**config.mk**
```make
export PLATFORM = sky130hd
export DESIGN_NAME = mem_window_decoder
export DESIGN_NICKNAME = d
export VERILOG_FILES = /design/src/rtl/mwd_pkg.sv /design/src/rtl/mwd_cfg_regs.sv /design/src/rtl/mwd_window_cmp.sv /design/src/rtl/mem_window_decoder.sv
export SDC_FILE = /design/constraint.sdc
export NUM_CORES = 1
export LEC_CHECK = 0
export BUFFER_PORTS_ARGS = -buffer_cell sky130_fd_sc_hd__buf_2
export CORE_ASPECT_RATIO = 1.5
export CORE_UTILIZATION = 63
export CTS_BUF_LIST = sky130_fd_sc_hd__clkbuf_4 sky130_fd_sc_hd__clkbuf_8
export DETAILED_ROUTE_END_ITERATION = 6
export PLACE_DENSITY_LB_ADDON = 0.3
export SKIP_LAST_GASP = 1
export SYNTH_ARGS = -nofsm -noshare
export SYNTH_HDL_FRONTEND = slang
export SYNTH_HIERARCHICAL = 1
export SYNTH_SLANG_ARGS = --single-unit
```
**constraint.sdc**
```tcl
create_clock -name clk_i -period 3.19 [get_ports clk_i]
set_input_delay 0.638 -clock clk_i [delete_from_list [all_inputs] [get_ports clk_i]]
set_output_delay 0.638 -clock clk_i [all_outputs]
set_load 0.1 [all_outputs]
```
**src/rtl/mwd_pkg.sv**
```systemverilog
package mwd_pkg;
  localparam int unsigned ADDR_W   = 64;
  localparam int unsigned LO_W     = 32;
  localparam int unsigned GRAN_W   = 20;
  localparam int unsigned FLD_W    = LO_W - GRAN_W;
  localparam int unsigned REG_W    = 32;
  localparam int unsigned IDX_W    = 3;
  localparam int unsigned N_WIN    = 2;

  localparam logic [IDX_W-1:0] IDX_NP_BASE = 3'd0;
  localparam logic [IDX_W-1:0] IDX_NP_LIM  = 3'd1;
  localparam logic [IDX_W-1:0] IDX_PF_BASE = 3'd2;
  localparam logic [IDX_W-1:0] IDX_PF_LIM  = 3'd3;
  localparam logic [IDX_W-1:0] IDX_PF_BHI  = 3'd4;
  localparam logic [IDX_W-1:0] IDX_PF_LHI  = 3'd5;
  localparam logic [IDX_W-1:0] IDX_CTRL    = 3'd6;

  localparam int unsigned WIN_NP = 0;
  localparam int unsigned WIN_PF = 1;

  typedef struct packed {
    logic [FLD_W-1:0]       np_base;
    logic [FLD_W-1:0]       np_lim;
    logic [FLD_W-1:0]       pf_base;
    logic [FLD_W-1:0]       pf_lim;
    logic [ADDR_W-LO_W-1:0] pf_base_hi;
    logic [ADDR_W-LO_W-1:0] pf_lim_hi;
    logic                   mem_en;
  } win_cfg_t;

  typedef struct packed {
    logic valid;
    logic fwd;
    logic np_hit;
    logic pf_hit;
  } decision_t;
endpackage

```
**src/rtl/mwd_cfg_regs.sv**
```systemverilog
module mwd_cfg_regs
  import mwd_pkg::*;
(
  input  logic             clk_i,
  input  logic             rst_ni,
  input  logic             we_i,
  input  logic [IDX_W-1:0] addr_i,
  input  logic [REG_W-1:0] wdata_i,
  output logic [REG_W-1:0] rdata_o,
  output win_cfg_t         cfg_o
);
  localparam int unsigned PAD_W = REG_W - FLD_W - 4;
  // low nibble of the bound registers: 64-bit capable flag on prefetchable only
  localparam logic [3:0] NP_TYPE = 4'h0;
  localparam logic [3:0] PF_TYPE = 4'h1;

  win_cfg_t cfg_q;

  always_ff @(posedge clk_i or negedge rst_ni) begin
    if (!rst_ni) begin
      cfg_q.np_base    <= '1;
      cfg_q.np_lim     <= '0;
      cfg_q.pf_base    <= '1;
      cfg_q.pf_lim     <= '0;
      cfg_q.pf_base_hi <= '0;
      cfg_q.pf_lim_hi  <= '0;
      cfg_q.mem_en     <= 1'b0;
    end else if (we_i) begin
      unique case (addr_i)
        IDX_NP_BASE: cfg_q.np_base    <= wdata_i[4 +: FLD_W];
        IDX_NP_LIM:  cfg_q.np_lim     <= wdata_i[4 +: FLD_W];
        IDX_PF_BASE: cfg_q.pf_base    <= wdata_i[4 +: FLD_W];
        IDX_PF_LIM:  cfg_q.pf_lim     <= wdata_i[4 +: FLD_W];
        IDX_PF_BHI:  cfg_q.pf_base_hi <= wdata_i;
        IDX_PF_LHI:  cfg_q.pf_lim_hi  <= wdata_i;
        IDX_CTRL:    cfg_q.mem_en     <= wdata_i[0];
        default: ;
      endcase
    end
  end

  always_comb begin
    rdata_o = '0;
    unique case (addr_i)
      IDX_NP_BASE: rdata_o = {{PAD_W{1'b0}}, cfg_q.np_base, NP_TYPE};
      IDX_NP_LIM:  rdata_o = {{PAD_W{1'b0}}, cfg_q.np_lim,  NP_TYPE};
      IDX_PF_BASE: rdata_o = {{PAD_W{1'b0}}, cfg_q.pf_base, PF_TYPE};
      IDX_PF_LIM:  rdata_o = {{PAD_W{1'b0}}, cfg_q.pf_lim,  PF_TYPE};
      IDX_PF_BHI:  rdata_o = cfg_q.pf_base_hi;
      IDX_PF_LHI:  rdata_o = cfg_q.pf_lim_hi;
      IDX_CTRL:    rdata_o = {{(REG_W-1){1'b0}}, cfg_q.mem_en};
      default:     rdata_o = '0;
    endcase
  end

  assign cfg_o = cfg_q;
endmodule

```
**src/rtl/mwd_window_cmp.sv**
```systemverilog
module mwd_window_cmp #(
  parameter int unsigned AW = 64
) (
  input  logic [AW-1:0] base_i,
  input  logic [AW-1:0] limit_i,
  input  logic [AW-1:0] addr_i,
  input  logic          allow_i,
  output logic          hit_o
);
  logic open_win, above_base, below_lim;

  // inverted bounds close the window
  assign open_win   = base_i <= limit_i;
  assign above_base = addr_i >= base_i;
  assign below_lim  = addr_i <= limit_i;
  assign hit_o      = allow_i & open_win & above_base & below_lim;
endmodule

```
**src/rtl/mem_window_decoder.sv**
```systemverilog
module mem_window_decoder
  import mwd_pkg::*;
(
  input  logic              clk_i,
  input  logic              rst_ni,
  input  logic              cfg_we_i,
  input  logic [IDX_W-1:0]  cfg_addr_i,
  input  logic [REG_W-1:0]  cfg_wdata_i,
  output logic [REG_W-1:0]  cfg_rdata_o,
  input  logic              req_valid_i,
  input  logic [ADDR_W-1:0] req_addr_i,
  input  logic              req_is64_i,
  output logic              rsp_valid_o,
  output logic              rsp_fwd_o,
  output logic              rsp_np_hit_o,
  output logic              rsp_pf_hit_o
);
  localparam int unsigned HI_W = ADDR_W - LO_W;

  win_cfg_t           cfg;
  logic               mem_en;
  logic [ADDR_W-1:0]  eff_addr;
  logic [ADDR_W-1:0]  win_base [N_WIN];
  logic [ADDR_W-1:0]  win_lim  [N_WIN];
  logic [N_WIN-1:0]   win_allow;
  logic [N_WIN-1:0]   win_hit;
  decision_t          dec_d, dec_q;

  mwd_cfg_regs u_regs (
    .clk_i   (clk_i),
    .rst_ni  (rst_ni),
    .we_i    (cfg_we_i),
    .addr_i  (cfg_addr_i),
    .wdata_i (cfg_wdata_i),
    .rdata_o (cfg_rdata_o),
    .cfg_o   (cfg)
  );

  assign mem_en = cfg.mem_en;

  // 32-bit requests carry no upper half
  assign eff_addr = req_is64_i ? req_addr_i : {{HI_W{1'b0}}, req_addr_i[LO_W-1:0]};

  assign win_base[WIN_NP] = {{HI_W{1'b0}}, cfg.np_base, {GRAN_W{1'b0}}};
  assign win_lim [WIN_NP] = {{HI_W{1'b0}}, cfg.np_lim,  {GRAN_W{1'b1}}};
  assign win_base[WIN_PF] = {cfg.pf_base_hi, cfg.pf_base, {GRAN_W{1'b0}}};
  assign win_lim [WIN_PF] = {cfg.pf_lim_hi,  cfg.pf_lim,  {GRAN_W{1'b1}}};

  assign win_allow[WIN_NP] = ~req_is64_i;
  assign win_allow[WIN_PF] = 1'b1;

  for (genvar w = 0; w < N_WIN; w++) begin : g_win
    mwd_window_cmp #(.AW(ADDR_W)) u_cmp (
      .base_i  (win_base[w]),
      .limit_i (win_lim[w]),
      .addr_i  (eff_addr),
      .allow_i (win_allow[w]),
      .hit_o   (win_hit[w])
    );
  end

  always_comb begin
    dec_d        = '0;
    dec_d.valid  = req_valid_i;
    dec_d.np_hit = req_valid_i & win_hit[WIN_NP];
    dec_d.pf_hit = req_valid_i & win_hit[WIN_PF];
    dec_d.fwd    = req_valid_i & mem_en & (|win_hit);
  end

  always_ff @(posedge clk_i or negedge rst_ni) begin
    if (!rst_ni) dec_q <= '0;
    else         dec_q <= dec_d;
  end

  assign rsp_valid_o  = dec_q.valid;
  assign rsp_fwd_o    = dec_q.fwd;
  assign rsp_np_hit_o = dec_q.np_hit;
  assign rsp_pf_hit_o = dec_q.pf_hit;
endmodule

```
==> flow_summary.ini, run 1 <==
[finish]
layout_commonest_cell = sky130_fd_sc_hd__ha_1
final_area_sq_mm = 0.0179
num_antenna_cells = 0
post_route_cells_drive_above_1_share_pct = 20.3
layout_common_cells = sky130_fd_sc_hd__ha_1 (384), sky130_fd_sc_hd__inv_1 (264), sky130_fd_sc_hd__conb_1 (220)
syn2layout_area_growth_pct = 20.8
filler_cell_count = 1639
num-nets-final = 2558

[clocking]
cts_tree = yes
worstSkewPairLatency_ns = 0.47
postCtsHoldBufs = 0
cts-root-to-sink-buffers = 2
cts_inserted_buffers = 17
numClockSinks = 117
cts_max_level = 4
cts_root_buffer = sky130_fd_sc_hd__clkbuf_8
post-cts-setup-buffer-count = 0
clk_pin_slew_worst_paths_ns = 0.08
cts.repair.resized = 0

[global_route]
grtUsageTotal_pct = 37.6
global_route_wire_length_before_repair_um = 69900
grt_pass1_vias = 14400
antenna_found_initial = 1
grt_start_max_net_pins = 54
globalRoute.totalOverflow = 0

[timing]
finalWorstPathRequiredPeriod_ns = 3.00
achievable-frequency_ghz = 0.334
timing.slew.headroom_pct = 28.2
final.setup_skew_ns = 0.0154
hold_violations = 0
period_utilisation_layout_pct = 94.0
worst-slew-pin-transition_ns = 1.07
grt_setup_unrepaired = no
setup_tns_ns = 0
timing.final.setup_violations = 0
finalWorstSetupSlack_ns = 0.193
final_max_slew_viol_count = 0

[pwr]
internal_power_mw = 4.17
p_per_area_mw_per_mm2 = 417
vdd_drop_max_mv = 0.403
switchingPower_mw = 3.30
power.share.sequential_pct = 29.5
power_frac_clock_pct = 18.5
combinationalPowerShare_pct = 52.0
static-leakage-power_nw = 9.65
power.share.switching_pct = 44.2

[route]
route.detailed.drc = 0
antenna_left = 0
drtIter0Drc = 687
routedWlPerCell_um = 18.2
drt-total-wl_um = 43700
drtPass1Iterations = 6
via_per_inst = 5.74
routed-via-count = 13800

[synthesis]
synth_edf_count = 0
syn_avg_cell_area_sq_um = 8.96
synth_seq_cells = 117
syn-cell-area_sq_mm = 0.0148
ys_async_sr_fraction_pct = 100
netlist_instances = 1655
synth_cell_types = 58
yosys_warnings = 6
synth.yosys.seq_area_share_pct = 19.9
synth_top_flop_cell = sky130_fd_sc_hd__dfrtp_1

[floorplanning]
floorplan.die.width_um = 127
row_count = 68
pin_count = 140
chipHeight_um = 190
core-area_sq_mm = 0.0231
floorplan.die_area_sq_mm = 0.0242
initial_core_util_pct = 64.3

[run]
timing.max_cap.violations = 0

[critical_path]
crit_family = compound AO/OA/AOI/OAI gates
critPathBufInv = 0
crit_type = reg2reg
cpPeakStageDelay_ns = 0.57
startpoint_type = flop
cp.required_ns = 3.59
crit_path_max_fanout = 4
cp.arrival_ns = 3.39
endpoint_kind = flop
cp_cell_sequence = ha_1, a21o_1, a221o_1, a221oi_4, nor2_1, nor4_2, o211ai_1, a221oi_2, o211a_1
crit_path_top_delay_cell = sky130_fd_sc_hd__dfstp_2

[placement]
pre_cts_ws_ns = -0.205
placedInstanceArea_sq_mm = 0.0175
place.detailed.hpwl_um = 36400
globalplace.congestion = 0.946
buffer_ports.inserted = 139

[run_status]
run_status = finished, final reports clean

[worst_hold_path]
timing.hold.worst.class = in2async
power by group through the flow:
stage | Clock [mW] | Sequential, mW | Combinational [mW]
global placement | 0 | 2.20 | 3.53
CTS | 1.39 | 2.20 | 3.74
finish | 1.38 | 2.20 | 3.88
detailed placement | 0 | 2.22 | 3.70
global route | 1.45 | 2.25 | 4.26
floorplan | 0 | 2.11 | 2.62
layer usage:
metal,track usage [%],wire [um],up-vias
li1,-,-,6605
met1,36.1,15200,6442
met2,70.3,22700,503
met3,6.05,2040,209
met4,29.9,3780,2
met5,0,18,-
registers in the layout (all words and copies together), names as in the netlist:
signal        cells
u_regs/cfg_o    113
rsp_fwd_o         1
rsp_np_hit_o      1
rsp_pf_hit_o      1
rsp_valid_o       1
Yosys cell counts, types with 20 or more instances:
cell / n / share of area (%)
sky130_fd_sc_hd__a21oi_1: 128 / 4.3
sky130_fd_sc_hd__and2_1: 36 / 1.5
sky130_fd_sc_hd__and4_1: 24 / 1.4
sky130_fd_sc_hd__dfrtp_1: 93 / 16
sky130_fd_sc_hd__dfstp_2: 24 / 4.3
sky130_fd_sc_hd__ha_1: 384 / 32
sky130_fd_sc_hd__inv_1: 264 / 6.7
sky130_fd_sc_hd__mux2_2: 82 / 6.2
sky130_fd_sc_hd__mux2_4: 30 / 3.0
sky130_fd_sc_hd__mux2i_1: 53 / 3.6
sky130_fd_sc_hd__nand2_1: 98 / 2.5
sky130_fd_sc_hd__nand3_1: 39 / 1.3
sky130_fd_sc_hd__nand4_1: 56 / 2.4
sky130_fd_sc_hd__nor2_1: 64 / 1.6
sky130_fd_sc_hd__o211ai_1: 20 / 1.0
sky130_fd_sc_hd__o21ai_0: 43 / 1.5
per-stage QoR:
stage | hold slack [ns] | total power [mW] | util (%) | std cells
after CTS | 0.163 | 7.32 | 77.6 | 2398
after global placement | 0.511 | 5.73 | 75.9 | 2366
after global routing | 0.198 | 7.96 | 77.7 | 2398
final | 0.161 | 7.46 | 77.7 | 2398
after detailed placement | 0.523 | 5.92 | 75.9 | 2366
after floorplan | 0.342 | 4.73 | - | 1873
path summary, 6_finish.rpt:
kind	from	endpoint	cells after the start	slack, ns
worst max-delay path	u_regs/cfg_o[106]	rsp_fwd_o	9	0.19
worst min-delay path	rst_ni	u_regs/cfg_o[49]	1	0.16
worst max register to register	u_regs/cfg_o[106]	rsp_fwd_o	9	0.19
worst min register to register	u_regs/cfg_o[89]	u_regs/cfg_o[89]	1	0.54
max in group asynchronous	rst_ni	u_regs/cfg_o[102]	2	2.26
min in group clk_i	req_valid_i	rsp_valid_o	1	0.37
area by class of cell:
| cell class | count | area [sq um] | share of cell area [%] |
|---|---|---|---|
| Timing Repair Buffer | 208 | 1510 | 8.44 |
| Multi-Input combinational cell | 1462 | 11700 | 65.1 |
| Clock inverter | 15 | 156 | 0.873 |
| Inverter | 264 | 991 | 5.53 |
| Sequential cell | 117 | 2960 | 16.5 |
| Tap cell | 315 | 394 | 2.20 |
| Clock buffer | 17 | 234 | 1.31 |
logic make-up (layout without fill, tap and decap cells):
| group | count (synthesis) | after routing | synth area share [%] |
|---|---|---|---|
| AO/OA/AOI/OAI | 299 | 299 | 12.6 |
| flip-flops | 117 | 117 | 19.9 |
| multiplexers | 166 | 166 | 12.9 |
| buffers and inverters | 294 | 504 | 7.86 |
| AND/OR/NAND/NOR | 393 | 393 | 14.2 |
| adder cells (fa/ha/maj) | 384 | 384 | 32.4 |
| other | 2 | 220 | 0.0506 |
Note: power is estimated with default switching activity, not from simulation.
==> run 2: changes to the inputs <==
--- a/config.mk
+++ b/config.mk
@@ -10,6 +10,7 @@
 export CORE_UTILIZATION = 63
 export CTS_BUF_LIST = sky130_fd_sc_hd__clkbuf_4 sky130_fd_sc_hd__clkbuf_8
 export DETAILED_ROUTE_END_ITERATION = 6
+export GPL_TIMING_DRIVEN = 0
 export PLACE_DENSITY_LB_ADDON = 0.3
 export SKIP_LAST_GASP = 1
 export SYNTH_ARGS = -nofsm -noshare
==> run 2 against run 1 <==
Compared with the run above: critical path type unchanged; sequential cell count did not move; sequential power about the same; highest routed layer is now met4; die area stayed put; the flow now finishes with violations (negative setup slack).
==> flow_summary.ini, run 2 (synthesized netlist as in run 1, its figures left out) <==
[run_status]
run_status = finished with violations
violations = negative setup slack

[run]
timing.max_cap.violations = 0

[placement]
globalplace.congestion = 0.968
pre_cts_ws_ns = -0.366
buffer_ports.inserted = 138
place.detailed.hpwl_um = 35000
placedInstanceArea_sq_mm = 0.0169

[clocking]
clk_pin_slew_worst_paths_ns = 0.08
cts_max_level = 4
cts_root_buffer = sky130_fd_sc_hd__clkbuf_8
cts_inserted_buffers = 17
post-cts-setup-buffer-count = 0
numClockSinks = 117
cts_tree = yes
cts-root-to-sink-buffers = 2
worstSkewPairLatency_ns = 0.47

[finish]
largest_register_ffs = 113
layout_commonest_cell = sky130_fd_sc_hd__ha_1
syn2layout_area_growth_pct = 16.7
num-nets-final = 2518
final_area_sq_mm = 0.0173
layout_common_cells = sky130_fd_sc_hd__ha_1 (384), sky130_fd_sc_hd__inv_1 (264), sky130_fd_sc_hd__conb_1 (220)
post_route_cells_drive_above_1_share_pct = 18.5

[route]
antenna_left = 0
met1Wirelength_um = 15300
routedWlPerCell_um = 17.8
routed_length_on_met3_um = 1880
drtPass1Iterations = 7
wl_met2_um = 21000
routed-via-count = 13400
top_signal_layer_used = met4
route.detailed.drc = 0
drt-total-wl_um = 41900
via_per_inst = 5.69
drtIter0Drc = 595

[critical_path]
endpoint_kind = flop
crit_path_max_fanout = 4
crit_type = reg2reg
startpoint_type = flop
cp.arrival_ns = 3.59
cp.required_ns = 3.54

[global_route]
global_route_wire_length_before_repair_um = 67000
grt_pass1_vias = 13600
grtUsageTotal_pct = 35.8
grt_start_max_net_pins = 84
globalRoute.totalOverflow = 0
antenna_found_initial = 0

[timing]
hold_violations = 0
finalWorstSetupSlack_ns = -0.0503
period_utilisation_layout_pct = 102
worst-slew-pin-transition_ns = 0.959
grt_setup_unrepaired = yes
finalWorstPathRequiredPeriod_ns = 3.24
timing.final.setup_violations = 1
final.setup_skew_ns = 0.00932
final_max_slew_viol_count = 0
achievable-frequency_ghz = 0.309
timing.slew.headroom_pct = 36.1

[pwr]
design_power_total_mw = 7.30
static-leakage-power_nw = 9.37
vdd_drop_max_mv = 0.386
p_per_area_mw_per_mm2 = 422

[floorplanning]
floorplan.die.width_um = 127
chipHeight_um = 190
core-area_sq_mm = 0.0231
floorplan.die_area_sq_mm = 0.0242
initial_core_util_pct = 64.3
row_count = 68
pin_count = 140

[worst_hold_path]
timing.hold.worst.class = in2async
## run 2: cell types whose count changed in the layout (fill, tap and decap cells not counted), moves of 2 or more
cell	change
sky130_fd_sc_hd__buf_6	+5
sky130_fd_sc_hd__buf_12	-20
sky130_fd_sc_hd__clkinv_4	+2
sky130_fd_sc_hd__buf_2	+34
sky130_fd_sc_hd__buf_4	-66
sky130_fd_sc_hd__clkbuf_2	+2
sky130_fd_sc_hd__clkbuf_1	+4
## run 2: cell type report
type | instances | area [sq um]
flip-flops and latches | 117 | 2960
plain buffers | 29 | 170
clock inverters | 15 | 183
diodes | 1 | 2.50
fillers | 1782 | 5750
multi-input cells | 1462 | 11700
inverters | 264 | 991
well taps | 315 | 394
clock buffers | 17 | 234
repair buffers | 139 | 724
## run 2: stage by stage
stage	utilization (%)	TNS, ns	instances	hold WS (ns)
after floorplan	-	0	1873	0.342
after global placement	73.1	-0.808	2326	0.516
after detailed placement	73.2	-0.883	2327	0.523
after CTS	75.1	0	2359	0.0669
after global routing	75.1	-0.0654	2358	0.0812
final	75.1	-0.0503	2359	0.0640
## run 2: where the power goes
part	internal [mW]	total (mW)	switching (mW)
logic	1.44	3.61	2.18
clock network	0.775	1.48	0.703
registers	1.86	2.20	0.348
## run 2: per-layer routing
| layer | track usage [%] | up-vias |
|---|---|---|
| li1 | - | 6533 |
| met1 | 36.6 | 6248 |
| met2 | 64.9 | 465 |
| met3 | 4.67 | 170 |
| met4 | 28.9 | 0 |
| met5 | 0 | - |
## run 2: what timing repair did
item                                    4_1_cts  5_1_grt
resized for setup                             0        1
hold buffers                                  0        0
endpoints found under the setup margin        0        3
## run 2: worst max-delay path, cell delays in order, from the launching register on
cell	delay, ns
sky130_fd_sc_hd__dfstp_2	0.57
sky130_fd_sc_hd__inv_1	0.05
sky130_fd_sc_hd__ha_1	0.30
sky130_fd_sc_hd__and4_1	0.27
sky130_fd_sc_hd__a221oi_1	0.48
sky130_fd_sc_hd__o32ai_1	0.25
sky130_fd_sc_hd__o41ai_1	0.56
sky130_fd_sc_hd__and4_1	0.35
sky130_fd_sc_hd__a221oi_2	0.07
sky130_fd_sc_hd__o211a_1	0.23
## run 2: path summary, 6_finish.rpt
path | endpoint | slack [ns] | cells past startpoint | startpoint
worst max-delay path | rsp_fwd_o | -0.05 | 9 | u_regs/cfg_o[111]
worst min-delay path | u_regs/cfg_o[52] | 0.06 | 1 | rst_ni
worst max register to register | rsp_fwd_o | -0.05 | 9 | u_regs/cfg_o[111]
worst min register to register | u_regs/cfg_o[73] | 0.54 | 1 | u_regs/cfg_o[73]
max in group asynchronous | u_regs/cfg_o[108] | 2.37 | 2 | rst_ni
min in group clk_i | rsp_valid_o | 0.32 | 1 | req_valid_i
